==> src/rtl/irq_bank_pkg.sv <==
package irq_bank_pkg;

    localparam int SRC_W = 10;

    // Word offsets; software sees byte offset = word offset * 4
    localparam logic [3:0] WOFF_STATUS  = 4'd4;
    localparam logic [3:0] WOFF_MASK    = 4'd8;
    localparam logic [3:0] WOFF_ENABLE  = 4'd9;
    localparam logic [3:0] WOFF_DISABLE = 4'd10;

    localparam logic [SRC_W-1:0] VALID_DEFAULT = 10'h2FF;
    localparam logic [SRC_W-1:0] LEVEL_DEFAULT = 10'h012;

endpackage

==> src/rtl/irq_src_cell.sv <==
module irq_src_cell #(
    parameter bit IS_VALID = 1'b1,
    parameter bit IS_LEVEL = 1'b0
) (
    input  logic clk,
    input  logic rst_n,
    input  logic src_i,
    input  logic clr_i,
    output logic st_o
);

    typedef struct packed {
        logic st;
        logic prev;
    } cell_t;

    cell_t c_d, c_q;

    always_comb begin
        c_d      = c_q;
        c_d.prev = src_i;
        if (!IS_VALID) begin
            c_d.st = 1'b0;
        end else if (IS_LEVEL) begin
            c_d.st = src_i | (c_q.st & ~clr_i);
        end else begin
            c_d.st = (src_i & ~c_q.prev) | (c_q.st & ~clr_i);
        end
    end

    always_ff @(posedge clk or negedge rst_n) begin
        if (!rst_n) c_q <= '0;
        else        c_q <= c_d;
    end

    assign st_o = c_q.st;

    generate
        if (IS_VALID && IS_LEVEL) begin : g_lvl_chk
            // a present condition always shows in the next cycle
            a_r6_level_follow: assert property (@(posedge clk) disable iff (!rst_n)
                src_i |=> st_o);
        end else if (IS_VALID) begin : g_edge_chk
            // a clear without a fresh edge empties the bit
            a_r2_w1c_clears: assert property (@(posedge clk) disable iff (!rst_n)
                (clr_i && !(src_i && !c_q.prev)) |=> !st_o);
            // a fresh edge beats a simultaneous clear
            a_r7_event_wins: assert property (@(posedge clk) disable iff (!rst_n)
                (src_i && !c_q.prev) |=> st_o);
        end
    endgenerate

endmodule

==> src/rtl/irq_mask_reg.sv <==
module irq_mask_reg #(
    parameter int              W     = 10,
    parameter logic [W-1:0]    VALID = '1
) (
    input  logic         clk,
    input  logic         rst_n,
    input  logic [W-1:0] set_i,
    input  logic [W-1:0] clr_i,
    output logic [W-1:0] mask_o
);

    typedef struct packed {
        logic [W-1:0] mask;
    } mreg_t;

    mreg_t m_d, m_q;

    always_comb begin
        m_d      = m_q;
        m_d.mask = ((m_q.mask | set_i) & ~clr_i) & VALID;
    end

    always_ff @(posedge clk or negedge rst_n) begin
        if (!rst_n) m_q.mask <= VALID;
        else        m_q      <= m_d;
    end

    assign mask_o = m_q.mask;

    // enable bits leave their mask bits at zero
    a_r3_enable_clears: assert property (@(posedge clk) disable iff (!rst_n)
        (clr_i != '0) |=> ((mask_o & $past(clr_i)) == '0));

    // disable bits raise their valid mask bits
    a_r4_disable_sets: assert property (@(posedge clk) disable iff (!rst_n)
        ((set_i != '0) && (clr_i == '0)) |=>
        ((mask_o & $past(set_i) & VALID) == ($past(set_i) & VALID)));

endmodule

==> src/rtl/irq_reg_port.sv <==
module irq_reg_port
    import irq_bank_pkg::*;
#(
    parameter int ADDR_W = 4,
    parameter int DATA_W = 32,
    parameter int W      = 10
) (
    input  logic              clk,
    input  logic              rst_n,
    input  logic [ADDR_W-1:0] addr_i,
    input  logic              wr_i,
    input  logic              rd_i,
    input  logic [DATA_W-1:0] wdata_i,
    input  logic [W-1:0]      st_i,
    input  logic [W-1:0]      mask_i,
    output logic [W-1:0]      st_clr_o,
    output logic [W-1:0]      mask_en_o,
    output logic [W-1:0]      mask_dis_o,
    output logic [DATA_W-1:0] rdata_o
);

    localparam int PAD_W = DATA_W - W;

    typedef struct packed {
        logic [DATA_W-1:0] rdata;
    } port_t;

    port_t p_d, p_q;
    logic  unused_hi;

    assign unused_hi = ^wdata_i[DATA_W-1:W];

    always_comb begin
        st_clr_o   = '0;
        mask_en_o  = '0;
        mask_dis_o = '0;
        if (wr_i) begin
            unique case (addr_i)
                ADDR_W'(WOFF_STATUS):  st_clr_o   = wdata_i[W-1:0];
                ADDR_W'(WOFF_ENABLE):  mask_en_o  = wdata_i[W-1:0];
                ADDR_W'(WOFF_DISABLE): mask_dis_o = wdata_i[W-1:0];
                default: ;
            endcase
        end
    end

    always_comb begin
        p_d = p_q;
        if (rd_i) begin
            unique case (addr_i)
                ADDR_W'(WOFF_STATUS): p_d.rdata = {{PAD_W{1'b0}}, st_i};
                ADDR_W'(WOFF_MASK):   p_d.rdata = {{PAD_W{1'b0}}, mask_i};
                default:              p_d.rdata = '0;
            endcase
        end
    end

    always_ff @(posedge clk or negedge rst_n) begin
        if (!rst_n) p_q <= '0;
        else        p_q <= p_d;
    end

    assign rdata_o = p_q.rdata;

    // strobe offsets read back as zero
    a_r9_strobe_reads_zero: assert property (@(posedge clk) disable iff (!rst_n)
        (rd_i && ((addr_i == ADDR_W'(WOFF_ENABLE)) || (addr_i == ADDR_W'(WOFF_DISABLE))))
        |=> (rdata_o == '0));

endmodule

==> src/rtl/irq_combiner.sv <==
module irq_combiner #(
    parameter int           W     = 10,
    parameter logic [W-1:0] VALID = '1
) (
    input  logic         clk,
    input  logic         rst_n,
    input  logic [W-1:0] st_i,
    input  logic [W-1:0] mask_i,
    output logic         irq_o
);

    typedef struct packed {
        logic irq;
    } comb_t;

    comb_t q_d, q_q;

    always_comb begin
        q_d     = q_q;
        q_d.irq = |(st_i & ~mask_i & VALID);
    end

    always_ff @(posedge clk or negedge rst_n) begin
        if (!rst_n) q_q <= '0;
        else        q_q <= q_d;
    end

    assign irq_o = q_q.irq;

    // a fully masked bank keeps the line low
    a_r8_all_masked_quiet: assert property (@(posedge clk) disable iff (!rst_n)
        ((mask_i & VALID) == VALID) |=> !irq_o);

    // no status at all keeps the line low
    a_r8_no_status_quiet: assert property (@(posedge clk) disable iff (!rst_n)
        ((st_i & VALID) == '0) |=> !irq_o);

endmodule

==> src/rtl/irq_bank.sv <==
module irq_bank
    import irq_bank_pkg::*;
#(
    parameter int              ADDR_W     = 4,
    parameter int              DATA_W     = 32,
    parameter int              NSRC       = SRC_W,
    parameter logic [NSRC-1:0] VALID_BITS = VALID_DEFAULT,
    parameter logic [NSRC-1:0] LEVEL_BITS = LEVEL_DEFAULT
) (
    input  logic              clk,
    input  logic              rst_n,
    input  logic [NSRC-1:0]   src_i,
    input  logic [ADDR_W-1:0] reg_addr_i,
    input  logic              reg_wr_i,
    input  logic              reg_rd_i,
    input  logic [DATA_W-1:0] reg_wdata_i,
    output logic [DATA_W-1:0] reg_rdata_o,
    output logic              irq_o
);

    logic [NSRC-1:0] st;
    logic [NSRC-1:0] mask;
    logic [NSRC-1:0] st_clr;
    logic [NSRC-1:0] mask_en;
    logic [NSRC-1:0] mask_dis;

    irq_reg_port #(
        .ADDR_W (ADDR_W),
        .DATA_W (DATA_W),
        .W      (NSRC)
    ) u_port (
        .clk        (clk),
        .rst_n      (rst_n),
        .addr_i     (reg_addr_i),
        .wr_i       (reg_wr_i),
        .rd_i       (reg_rd_i),
        .wdata_i    (reg_wdata_i),
        .st_i       (st),
        .mask_i     (mask),
        .st_clr_o   (st_clr),
        .mask_en_o  (mask_en),
        .mask_dis_o (mask_dis),
        .rdata_o    (reg_rdata_o)
    );

    generate
        for (genvar i = 0; i < NSRC; i++) begin : g_src
            irq_src_cell #(
                .IS_VALID (VALID_BITS[i]),
                .IS_LEVEL (LEVEL_BITS[i])
            ) u_cell (
                .clk   (clk),
                .rst_n (rst_n),
                .src_i (src_i[i]),
                .clr_i (st_clr[i]),
                .st_o  (st[i])
            );
        end
    endgenerate

    irq_mask_reg #(
        .W     (NSRC),
        .VALID (VALID_BITS)
    ) u_mask (
        .clk    (clk),
        .rst_n  (rst_n),
        .set_i  (mask_dis),
        .clr_i  (mask_en),
        .mask_o (mask)
    );

    irq_combiner #(
        .W     (NSRC),
        .VALID (VALID_BITS)
    ) u_irq (
        .clk    (clk),
        .rst_n  (rst_n),
        .st_i   (st),
        .mask_i (mask),
        .irq_o  (irq_o)
    );

    // the mask never alters status
    a_r10_mask_no_status: assert property (@(posedge clk) disable iff (!rst_n)
        ((mask_en != '0 || mask_dis != '0) && st_clr == '0 && $stable(src_i) && (src_i & ~LEVEL_BITS) == '0)
        |=> ((st & ~LEVEL_BITS) == ($past(st) & ~LEVEL_BITS)));

    // the unused position never reports
    a_r1_unused_quiet: assert property (@(posedge clk) disable iff (!rst_n)
        ((st & ~VALID_BITS) == '0) && ((mask & ~VALID_BITS) == '0));

endmodule

==> config.mk <==
export PLATFORM = sky130hd
export DESIGN_NAME = irq_bank
export DESIGN_NICKNAME = d
export VERILOG_FILES = /design/src/rtl/irq_bank_pkg.sv /design/src/rtl/irq_src_cell.sv /design/src/rtl/irq_mask_reg.sv /design/src/rtl/irq_reg_port.sv /design/src/rtl/irq_combiner.sv /design/src/rtl/irq_bank.sv
export SDC_FILE = /design/constraint.sdc
export NUM_CORES = 1
export LEC_CHECK = 0
export ABC_AREA = 1
export BUFFER_PORTS_ARGS = -buffer_cell sky130_fd_sc_hd__buf_2
export CAP_MARGIN = 5
export CORE_MARGIN = 8
export CORE_UTILIZATION = 46
export DETAILED_ROUTE_END_ITERATION = 10
export PLACE_DENSITY_LB_ADDON = 0.1
export SLEW_MARGIN = 0
export SYNTH_ARGS = -nofsm -noshare
export SYNTH_HDL_FRONTEND = slang
export SYNTH_SLANG_ARGS = --single-unit
==> constraint.sdc <==
create_clock -name clk -period 1.55 [get_ports clk]
set_clock_uncertainty 0.2 [all_clocks]
set_input_delay 0.31 -clock clk [delete_from_list [all_inputs] [get_ports clk]]
set_output_delay 0.31 -clock clk [all_outputs]
set_load 0.01 [all_outputs]
==> run_results.csv <==
group,metric,value,unit
routing,routedWlPerCell,11.2,um
placed_design,place_hpwl,2760,um
routing,postRouteAntennaNets,0,
die,die_x,78.6,um
worst_setup_path,path_max_fanout,2,
sta,fin_crit,1.32,ns
worst_setup_path,critPathMaxStageDelay,0.38,ns
routing,route.detailed.drc,0,
routing,viasPerCell,4.36,
die,fp.dieArea,0.00618,mm^2
pwr,vdd_drop_max,0.000534,V
sta,fmax,760,MHz
layout,final_cell_mix,"nand2_1, buf_2, dfrtp_1, conb_1",
die,rows,22,
worst_setup_path,arrival,0.81,ns
worst_setup_path,cp_top_family,"flip-flops",
layout,fill_cells,392,
clock_network,clockBufferDepth,2,
worst_setup_path,path_cells,"buf_2",
synthesis,synth.area.top_cells,"dfrtp_1, nand2_1, dfstp_2",
flow_run,drv_cap,0,
clock_network,path_clk_slew,0.07,ns
sta,drv_slew,0,
worst_setup_path,start_kind,"register",
sta,fin_hold_ws,0.00729,ns
layout,syn_to_final_growth,19.0,%
layout,fin_nets,323,
global_routing,gr-usage-all-layers,12.4,%
worst_setup_path,cp.required,1.04,ns
routing,vias,1405,
synthesis,ys_seq_area_share,49.2,%
placed_design,gp_congestion,0.787,
routing,drtIter0Drc,61,
layout,final_layout_size_suffix_gt1_share,23.4,%
pwr,power_density,967,mW/mm^2
sta,tns,0,ns
clock_network,cts_sinks,35,
placed_design,port_buffers,35,
clock_network,clk_latency,0.29,ns
synthesis,synth_top_cell_by_area,"dfrtp_1",
synthesis,syn_area,0.00180,mm^2
die,io-pin-count,83,
synthesis,netlist_instances,222,
die,core-area,0.00372,mm^2
clock_network,root_buffer,"clkbuf_8",
global_routing,antenna_found_initial,0,
synthesis,yosysUniqueCellTypes,20,
layout,finalInstanceArea,0.00214,mm^2
worst_setup_path,critPathKind,"register to output pin",
clock_network,cts.htree.levels,2,
synthesis,synth_top_area_share,36.1,%
layout,antenna_cells,0,
die,die_h,78.6,um
global_routing,grt_pass1_wl,6230,um
worst_setup_path,cp_slowest_cell,"dfrtp_1",
global_routing,grt_pass1_vias,1408,
sta,period_share,84.9,%
global_routing,grt_overflow_total,0,
worst_setup_path,cp_num_buf_inv,1,
placed_design,dpl_cell_area,0.00197,mm^2
routing,drt-pass1-iter-count,4,
layout,final_common_cell,"nand2_1",
clock_network,cts_tree,"done",
synthesis,avgSynthCellArea,8.12,um^2
sta,rsz0062_at_grt,"false",
sta,setup_viol,0,
synthesis,synth.ff_latch_count,35,
synthesis,yosysWarnings,0,
clock_network,numCtsBuffers,5,
clock_network,cts_resized,0,
sta,hold_viol_final,0,
routing,wl,3600,um
global_routing,grt_max_degree,36,
outcome,status,"complete, no violations",
die,start_util,48.5,%
worst_hold_path,hold_class,"input pin to register",
pwr,p_leak,1.13,nW
worst_setup_path,end_kind,"output pin",
-- synth_stat cells, drive strengths merged --
library cell	count
nand2	73
buf	27
dfrtp	26
inv	22
nand3	20
nor2	15
a21oi	9
dfstp	9
nand3b	9
o21ai	9
and3	1
clkinv	1
conb	1
-- repair_timing --
item | CTS | global route
hold buffers | 9 | 0
hold endpoints to repair | 43 | 0
buffers inserted | 0 | 0
-- cells by family after synthesis --
family                 count (synthesis)  synth area share (%)
and+or+nand+nor                      118                  29.7
buffers and inverters                 50                  15.9
DFF                                   35                  49.2
other                                  1                 0.208
AOI/OAI and AO/OA                     18                  5.00
-- per-layer routing --
metal  part of all wire, %  GRT usage, %  up-vias  wire length [um]
met5                     0             0        -                 0
met3                   9.8          5.47        6               354
met2                    43          19.4       44              1550
met1                    46          15.2      611              1660
met4                  0.95          3.33        0                34
li1                      -             -      744                 -
-- flip-flops by register name, summed over array words and instances, names as in the netlist --
| name | flops |
|---|---|
| g_src.u_cell.st_o | 9 |
| u_port.rdata_o | 9 |
| u_irq.irq_o | 1 |
| u_mask.mask_o | 9 |
| g_src.u_cell.c_q | 7 |
-- through the flow --
step	setup slack (ns)	power [mW]	util (%)	cells
2_1_floorplan	0.359	1.35	-	244
3_3_place_gp	0.0930	1.43	53.0	305
3_5_place_dp	0.0894	1.44	53.0	305
4_1_cts	0.226	2.09	57.7	322
5_1_grt	0.209	2.19	57.7	322
6_report	0.234	2.07	57.7	322
-- tightest hold or removal path, delay by kind of cell --
kind | cells | cell delay (ns)
simple gates | 1 | 0.05
buf+inv | 2 | 0.10
-- power breakdown --
group          internal [mW]  switching (mW)  leakage (nW)
sequential              1.04          0.0426         0.388
clock                  0.314           0.325        0.0412
combinational          0.140           0.212         0.701
-- layout make-up --
cell class	count	area [um^2]	area share [%]
inverters	23	86.3	4.03
repair buffers	49	315	14.7
clock buffers	6	72.6	3.38
multi-input cells	159	711	33.1
clock inverters	2	12.5	0.583
well taps	48	60.1	2.80
flip-flops and latches	35	887	41.4
-- final timing paths --
kind | depth (start not counted) | from | to | slack, ns
max | 1 | u_port.rdata_o[5]$_DFFE_PN0P_ | reg_rdata_o[5] | 0.23
min | 3 | src_i[1] | g_src[1].u_cell.st_o$_DFF_PN0_ | 0.007
max reg2reg | 5 | u_mask.mask_o[1]$_DFF_PN1_ | u_irq.irq_o$_DFF_PN0_ | 0.32
min reg2reg | 2 | u_port.rdata_o[2]$_DFFE_PN0P_ | u_port.rdata_o[2]$_DFFE_PN0P_ | 0.27
max in group asynchronous | 3 | rst_n | u_mask.mask_o[7]$_DFF_PN1_ | 0.61
min in group asynchronous | 3 | rst_n | u_irq.irq_o$_DFF_PN0_ | 0.30
(Power assumes the default switching activity.)
